$ cat src/rtl/dac_frame_pkg.sv
package dac_frame_pkg;

   typedef enum logic [2:0] {
      ST_IDLE,
      ST_LEAD,
      ST_HIGH,
      ST_LOW,
      ST_GAP
   } tx_state_e;

   function automatic int unsigned ceil_div(input int unsigned num, input int unsigned den);
      return (num + den - 1) / den;
   endfunction

   function automatic int unsigned max_u(input int unsigned a, input int unsigned b);
      return (a > b) ? a : b;
   endfunction

endpackage

$ cat src/rtl/dac_frame_pack.sv
module dac_frame_pack #(
   parameter int ADDR_W = 5,
   parameter int CODE_W = 14,
   parameter int BYTE_W = 8,
   parameter int NBYTES = 3,
   parameter bit REV    = 1'b0
) (
   input  logic [ADDR_W-1:0]        chan,
   input  logic [CODE_W-1:0]        code,
   output logic [NBYTES*BYTE_W-1:0] word
);
   localparam int WORD_W = NBYTES * BYTE_W;
   localparam int PAD    = WORD_W - ADDR_W - CODE_W;

   logic [WORD_W-1:0] raw;

   // left-justified: frame occupies the top bits, tail padded with zeros
   assign raw = WORD_W'({chan, code}) << PAD;

   generate
      if (REV) begin : g_rev
         for (genvar b = 0; b < NBYTES; b++) begin : g_byte
            for (genvar k = 0; k < BYTE_W; k++) begin : g_bit
               assign word[b*BYTE_W + k] = raw[b*BYTE_W + BYTE_W - 1 - k];
            end
         end
      end else begin : g_fwd
         assign word = raw;
      end
   endgenerate

endmodule

$ cat src/rtl/dac_byte_engine.sv
module dac_byte_engine #(
   parameter int BYTE_W    = 8,
   parameter bit LSB_FIRST = 1'b0
) (
   input  logic              clk,
   input  logic              rst_n,
   input  logic              load,
   input  logic [BYTE_W-1:0] load_byte,
   input  logic              shift,
   output logic              bit_o
);
   logic [BYTE_W-1:0] sr;

   generate
      if (LSB_FIRST) begin : g_lsb
         always_ff @(posedge clk or negedge rst_n) begin
            if (!rst_n)      sr <= '0;
            else if (load)   sr <= load_byte;
            else if (shift)  sr <= {1'b0, sr[BYTE_W-1:1]};
         end
         assign bit_o = sr[0];
      end else begin : g_msb
         always_ff @(posedge clk or negedge rst_n) begin
            if (!rst_n)      sr <= '0;
            else if (load)   sr <= load_byte;
            else if (shift)  sr <= {sr[BYTE_W-2:0], 1'b0};
         end
         assign bit_o = sr[BYTE_W-1];
      end
   endgenerate

   // a byte is never reloaded in the same cycle it is shifted
   a_r7_load_shift_apart: assert property (@(posedge clk) disable iff (!rst_n)
      !(load && shift));

endmodule

$ cat src/rtl/dac_phase_timer.sv
module dac_phase_timer #(
   parameter int CNT_W = 5
) (
   input  logic             clk,
   input  logic             rst_n,
   input  logic             restart,
   input  logic [CNT_W-1:0] limit,
   output logic             expire
);
   logic [CNT_W-1:0] cnt;

   always_ff @(posedge clk or negedge rst_n) begin
      if (!rst_n)              cnt <= '0;
      else if (restart)        cnt <= '0;
      else if (cnt != limit)   cnt <= cnt + 1'b1;
   end

   assign expire = (cnt == limit);

endmodule

$ cat src/rtl/dac_frame_tx.sv
module dac_frame_tx
   import dac_frame_pkg::*;
#(
   parameter int ADDR_W           = 5,
   parameter int CODE_W           = 14,
   parameter int BYTE_W           = 8,
   parameter int HALF_DIV         = 2,
   parameter int GAP_CYC          = 20,
   parameter int CLK_PERIOD_PS    = 10000,
   parameter bit LSB_FIRST_ENGINE = 1'b0
) (
   input  logic              clk,
   input  logic              rst_n,
   input  logic              in_valid,
   output logic              in_ready,
   input  logic [ADDR_W-1:0] in_chan,
   input  logic [CODE_W-1:0] in_code,
   output logic              sclk_o,
   output logic              sync_n_o,
   output logic              sdo_o,
   output logic              done_o
);
   localparam int NBYTES = int'(ceil_div(ADDR_W + CODE_W, BYTE_W));
   localparam int WORD_W = NBYTES * BYTE_W;
   localparam int CNT_W  = $clog2(int'(max_u(HALF_DIV, GAP_CYC)) + 1);
   localparam int IDX_W  = $clog2(NBYTES + 1);
   localparam int BIT_W  = $clog2(BYTE_W);

   initial begin
      assert (HALF_DIV >= 1 && GAP_CYC >= 2)
         else $error("divider or gap too small");
      assert (HALF_DIV * CLK_PERIOD_PS >= 16667)
         else $error("serial clock phase shorter than limit");
      assert (GAP_CYC * CLK_PERIOD_PS >= 200000)
         else $error("inter-frame gap shorter than 200 ns");
      assert (BYTE_W >= 2 && WORD_W >= ADDR_W + CODE_W)
         else $error("bad byte geometry");
   end

   tx_state_e           state;
   logic [WORD_W-1:0]   packed_w;
   logic [WORD_W-1:0]   word_q;
   logic [BYTE_W-1:0]   byte_q [NBYTES];
   logic [IDX_W-1:0]    byte_idx;
   logic [IDX_W-1:0]    nxt_idx;
   logic [IDX_W-1:0]    nxt_sel;
   logic [BIT_W-1:0]    bit_cnt;
   logic [CNT_W-1:0]    limit;
   logic                expire;
   logic                restart;
   logic                accept;
   logic                last_bit;
   logic                eng_load;
   logic                eng_shift;
   logic                eng_bit;
   logic [BYTE_W-1:0]   eng_byte;

   assign in_ready = (state == ST_IDLE);
   assign accept   = in_valid && in_ready;

   dac_frame_pack #(
      .ADDR_W (ADDR_W),
      .CODE_W (CODE_W),
      .BYTE_W (BYTE_W),
      .NBYTES (NBYTES),
      .REV    (LSB_FIRST_ENGINE)
   ) u_pack (
      .chan (in_chan),
      .code (in_code),
      .word (packed_w)
   );

   generate
      for (genvar i = 0; i < NBYTES; i++) begin : g_slice
         assign byte_q[i] = word_q[WORD_W-1-i*BYTE_W -: BYTE_W];
      end
   endgenerate

   assign nxt_idx  = byte_idx + 1'b1;
   assign nxt_sel  = (nxt_idx < IDX_W'(NBYTES)) ? nxt_idx : '0;
   assign last_bit = (bit_cnt == BIT_W'(BYTE_W - 1));
   assign eng_byte = (state == ST_IDLE) ? packed_w[WORD_W-1 -: BYTE_W] : byte_q[nxt_sel];
   assign eng_load = accept ||
                     ((state == ST_HIGH) && expire && last_bit && (nxt_idx < IDX_W'(NBYTES)));
   assign eng_shift = expire && ((state == ST_LEAD) ||
                     ((state == ST_LOW) && (byte_idx != IDX_W'(NBYTES))));

   dac_byte_engine #(
      .BYTE_W    (BYTE_W),
      .LSB_FIRST (LSB_FIRST_ENGINE)
   ) u_engine (
      .clk       (clk),
      .rst_n     (rst_n),
      .load      (eng_load),
      .load_byte (eng_byte),
      .shift     (eng_shift),
      .bit_o     (eng_bit)
   );

   always_comb begin
      case (state)
         ST_IDLE: limit = '0;
         ST_GAP:  limit = CNT_W'(GAP_CYC - 1);
         default: limit = CNT_W'(HALF_DIV - 1);
      endcase
   end

   assign restart = accept || ((state != ST_IDLE) && expire);

   dac_phase_timer #(
      .CNT_W (CNT_W)
   ) u_timer (
      .clk     (clk),
      .rst_n   (rst_n),
      .restart (restart),
      .limit   (limit),
      .expire  (expire)
   );

   always_ff @(posedge clk or negedge rst_n) begin
      if (!rst_n) begin
         state    <= ST_IDLE;
         word_q   <= '0;
         byte_idx <= '0;
         bit_cnt  <= '0;
         sclk_o   <= 1'b0;
         sync_n_o <= 1'b1;
         sdo_o    <= 1'b0;
         done_o   <= 1'b0;
      end else begin
         done_o <= 1'b0;
         case (state)
            ST_IDLE: begin
               if (accept) begin
                  state    <= ST_LEAD;
                  word_q   <= packed_w;
                  byte_idx <= '0;
                  bit_cnt  <= '0;
                  sync_n_o <= 1'b0;
               end
            end
            ST_LEAD: begin
               if (expire) begin
                  state  <= ST_HIGH;
                  sclk_o <= 1'b1;
                  sdo_o  <= eng_bit;
               end
            end
            ST_HIGH: begin
               if (expire) begin
                  state  <= ST_LOW;
                  sclk_o <= 1'b0;
                  if (last_bit) begin
                     bit_cnt  <= '0;
                     byte_idx <= nxt_idx;
                  end else begin
                     bit_cnt  <= bit_cnt + 1'b1;
                  end
               end
            end
            ST_LOW: begin
               if (expire) begin
                  if (byte_idx == IDX_W'(NBYTES)) begin
                     state    <= ST_GAP;
                     sync_n_o <= 1'b1;
                     done_o   <= 1'b1;
                  end else begin
                     state  <= ST_HIGH;
                     sclk_o <= 1'b1;
                     sdo_o  <= eng_bit;
                  end
               end
            end
            ST_GAP: begin
               if (expire) state <= ST_IDLE;
            end
            default: state <= ST_IDLE;
         endcase
      end
   end

   // serial clock only pulses while the strobe is low
   a_r3_clock_in_frame: assert property (@(posedge clk) disable iff (!rst_n)
      sclk_o |-> !sync_n_o);

   // data moves only together with a rising serial clock
   a_r4_data_on_rise: assert property (@(posedge clk) disable iff (!rst_n)
      !$rose(sclk_o) |-> $stable(sdo_o));

   // a frame opens only on a handshake
   a_r6_open_on_accept: assert property (@(posedge clk) disable iff (!rst_n)
      $fell(sync_n_o) |-> $past(in_valid && in_ready));

   // end pulse lasts one cycle
   a_r6_done_single: assert property (@(posedge clk) disable iff (!rst_n)
      done_o |=> !done_o);

   // end pulse coincides with the strobe release
   a_r6_done_at_release: assert property (@(posedge clk) disable iff (!rst_n)
      done_o |-> $rose(sync_n_o));

   // no new request is taken as the strobe rises
   a_r5_busy_at_release: assert property (@(posedge clk) disable iff (!rst_n)
      $rose(sync_n_o) |-> !in_ready);

endmodule

$ cat config.mk
export PLATFORM = sky130hd
export DESIGN_NAME = dac_frame_tx
export DESIGN_NICKNAME = d
export VERILOG_FILES = /design/src/rtl/dac_frame_pkg.sv /design/src/rtl/dac_frame_pack.sv /design/src/rtl/dac_byte_engine.sv /design/src/rtl/dac_phase_timer.sv /design/src/rtl/dac_frame_tx.sv
export SDC_FILE = /design/constraint.sdc
export NUM_CORES = 1
export LEC_CHECK = 0
export ABC_AREA = 1
export BUFFER_PORTS_ARGS = -buffer_cell sky130_fd_sc_hd__clkbuf_2
export CORE_UTILIZATION = 50
export CTS_CLUSTER_DIAMETER = 60
export CTS_CLUSTER_SIZE = 30
export DETAILED_ROUTE_END_ITERATION = 8
export PLACE_DENSITY_LB_ADDON = 0.25
export SKIP_CTS_REPAIR_TIMING = 1
export SLEW_MARGIN = 5
export SYNTH_ARGS = -nofsm -noshare
export SYNTH_HDL_FRONTEND = slang
export SYNTH_SLANG_ARGS = --single-unit
$ cat constraint.sdc
create_clock -name clk -period 3.2 [get_ports clk]
set_input_delay 0.64 -clock clk [delete_from_list [all_inputs] [get_ports clk]]
set_output_delay 0.64 -clock clk [all_outputs]
set_load 0.05 [all_outputs]
==> results.tsv <==
metric	value	unit
die_h	70.6	um
hold_viol_final	0	
synth-xor-area-share	0	%
syn_area	2350	um^2
cp-end-kind	output port	
final.setup.tns	0	ps
hold_ws	476	ps
antenna_found_initial	0	
ir_worst_vdd	389	uV
layout_commonest_cell	nand2_1	
cp_top_family	simple AND/OR/NAND/NOR gates	
routed_wl	4620	um
synth_cell_types	32	
grt_pass1_vias	1837	
synth_top_family_by_area	simple AND/OR/NAND/NOR gates	
grt_overflow	0	
outcome	finished, violations left	
register_area	1100	um^2
cp-start-kind	flop	
rrSetupSlack	960	ps
cts.sinks	44	
setup_viol	0	
p_per_area	989	nW/um^2
multi_input_area	1070	um^2
crit_path_top_delay_cell	dfrtp_1	
crit_chain	nor2_4 > nand2_1 > inv_2 > clkbuf_2	
drv_slew	0	
synth_seq_cells	44	
syn2layout_area_growth	10.2	%
critPathBufInv	2	
insertion_delay	290	ps
drc	6	
finalPower	0.00256	W
numCtsBuffers	5	
cts-root-buf	clkbuf_8	
grt_max_degree	45	
layout_common_cells	nand2_1, dfrtp_1, inv_1, clkbuf_2, o21ai_0	
core-area	4440	um^2
r2r-start	state[2]	
fmax	423	MHz
hold_start	u_engine.sr[0]	
gp_routability_congestion	0.860	
worstReg2RegEnd	bit_cnt[0]	
finalCritPeriodShare	73.9	%
grt_usage	21.4	%
fin_nets	347	
routedWlPerCell	12.4	um
syn_nets	320	
synth_area_per_cell	8.08	um^2
violations	DRC	
hold_depth	2	
synth_area_leader_cell	dfrtp_1	
critPathRequiredTime	2560	ps
rows	24	
synthTopCellsByArea	dfrtp_1, nand2_1, inv_1	
hold_class	reg2reg	
tritoncts	done	
portBuffers	26	
hpwlAfterDp	3320	um
detail-route-antenna-nets	0	
period_minus_slack	2360	ps
drive_above_1_share	17.6	%
synth-seq-area-share	46.9	%
syn_inst	291	
slew_headroom	27.5	%
rr_worst_depth	8	
synthMuxAreaShare	1.70	%
utilization	58.3	%
worstPathArrival	1720	ps
cts_buffer_depth	2	
num_antenna_cells	0	
synthAdderAreaFrac	3.73	%
synth_top_area_share	45.8	%
grt_first_pass_wirelength	8360	um
hold_end	u_engine.sr[0]	
cp_max_fo	14	
cts.clk_slew.worst_paths	80	ps
initial_core_util	52.9	%
slowest_delay	440	ps
htree_levels	2	
tightestPinTransition	1090	ps
die_w	70.6	um
via_per_inst	5.12	
dr.pass1.iters	6	
power_leakage	1.43	nW
synth_warnings	0	
maxCapViolations	0	
nFillCells	430	
dieArea	4980	um^2
clock-skew-final	11.0	ps
rsz0062_at_grt	no	
synth_compound_area_share	10.3	%
num_io_pins	27	
dr_total_vias	1901	
first_iter_violations	186	
criticalPathCategory	reg2out	
synth_simple_gate_area_share	29.7	%
## layer usage
metal | global-route usage (%) | part of all wire (%)
met5 | 0 | 0
met4 | 6.22 | 0.89
met2 | 34.6 | 48
met1 | 29.3 | 48
met3 | 4.84 | 3.6
## layout make-up
type                    instances  share of cell area, %
flip-flops and latches         44                   42.6
multi-input cells             203                   41.3
inverters                      38                   5.51
repair buffers                 26                   5.02
clock buffers                   7                   2.95
well taps                      52                   2.51
clock inverters                 1                  0.193
## how the worst max path moves through the flow
stage               startpoint     endpoint  slack (ps)  depth (start not counted)
finish                state[2]     in_ready         840                          4
global route          state[1]  byte_idx[1]         710                          8
CTS                   state[2]     in_ready         820                          4
detailed placement    state[2]   bit_cnt[0]         960                          8
global placement      state[2]   bit_cnt[1]        1090                          8
floorplan             state[2]     in_ready        1620                          3
## flip-flops by register name, summed over array words and instances (netlist names)
signal,flops
sclk_o,1
u_timer.cnt,5
bit_cnt,3
sync_n_o,1
byte_q,19
byte_idx,2
done_o,1
state,3
u_engine.sr,8
sdo_o,1
## cells by family (layout without fill, tap and decap cells)
kind of cell,count (synthesis),in the layout
AO/OA/AOI/OAI,40,40
adder cells (fa/ha/maj),7,7
buffers and inverters,44,72
flip-flops,44,44
multiplexers,4,4
AND/OR/NAND/NOR,152,152
## worst min-delay path, delay by kind of cell, from the launching register on
family / cells / cell delay, ps
simple gates: 2 / 100
flops: 1 / 350
## per-stage QoR
stage          setup slack (ps)  area (um^2)  std cells
2_1_floorplan              1620         2350        291
3_3_place_gp               1090         2510        363
3_5_place_dp                965         2510        363
4_1_cts                     825         2590        371
5_1_grt                     712         2590        371
6_report                    837         2590        371
## where the power goes
| part | switching [W] | internal, W |
|---|---|---|
| clock | 0.000182 | 0.000153 |
| combinational | 0.000875 | 0.000420 |
| sequential | 0.000144 | 0.000786 |
| total | 0.00120 | 0.00136 |
## Yosys cell counts
library cell and count:
nand3_1 13, nand3_2 1, a21oi_2 1, nor2_1 11, nand3_4 1, a21oi_1 2
ha_1 7, or2_2 1, inv_2 5, nand2_1 105, a21boi_0 4, o21ai_0 22
nand2_2 4, nor3_1 3, o22ai_1 6, dfstp_2 1, nor2_4 3, mux2i_1 4
dfrtp_1 43, nor2_2 1, o21ai_1 1, inv_1 33, a21oi_4 1, nand4_1 5
o2111ai_1 1, buf_2 3, o211ai_1 1, buf_4 3, nor2_8 1, nand2_4 2
nor3_2 1, o21ai_2 1
No activity file was read; power rests on OpenSTA's default activity.
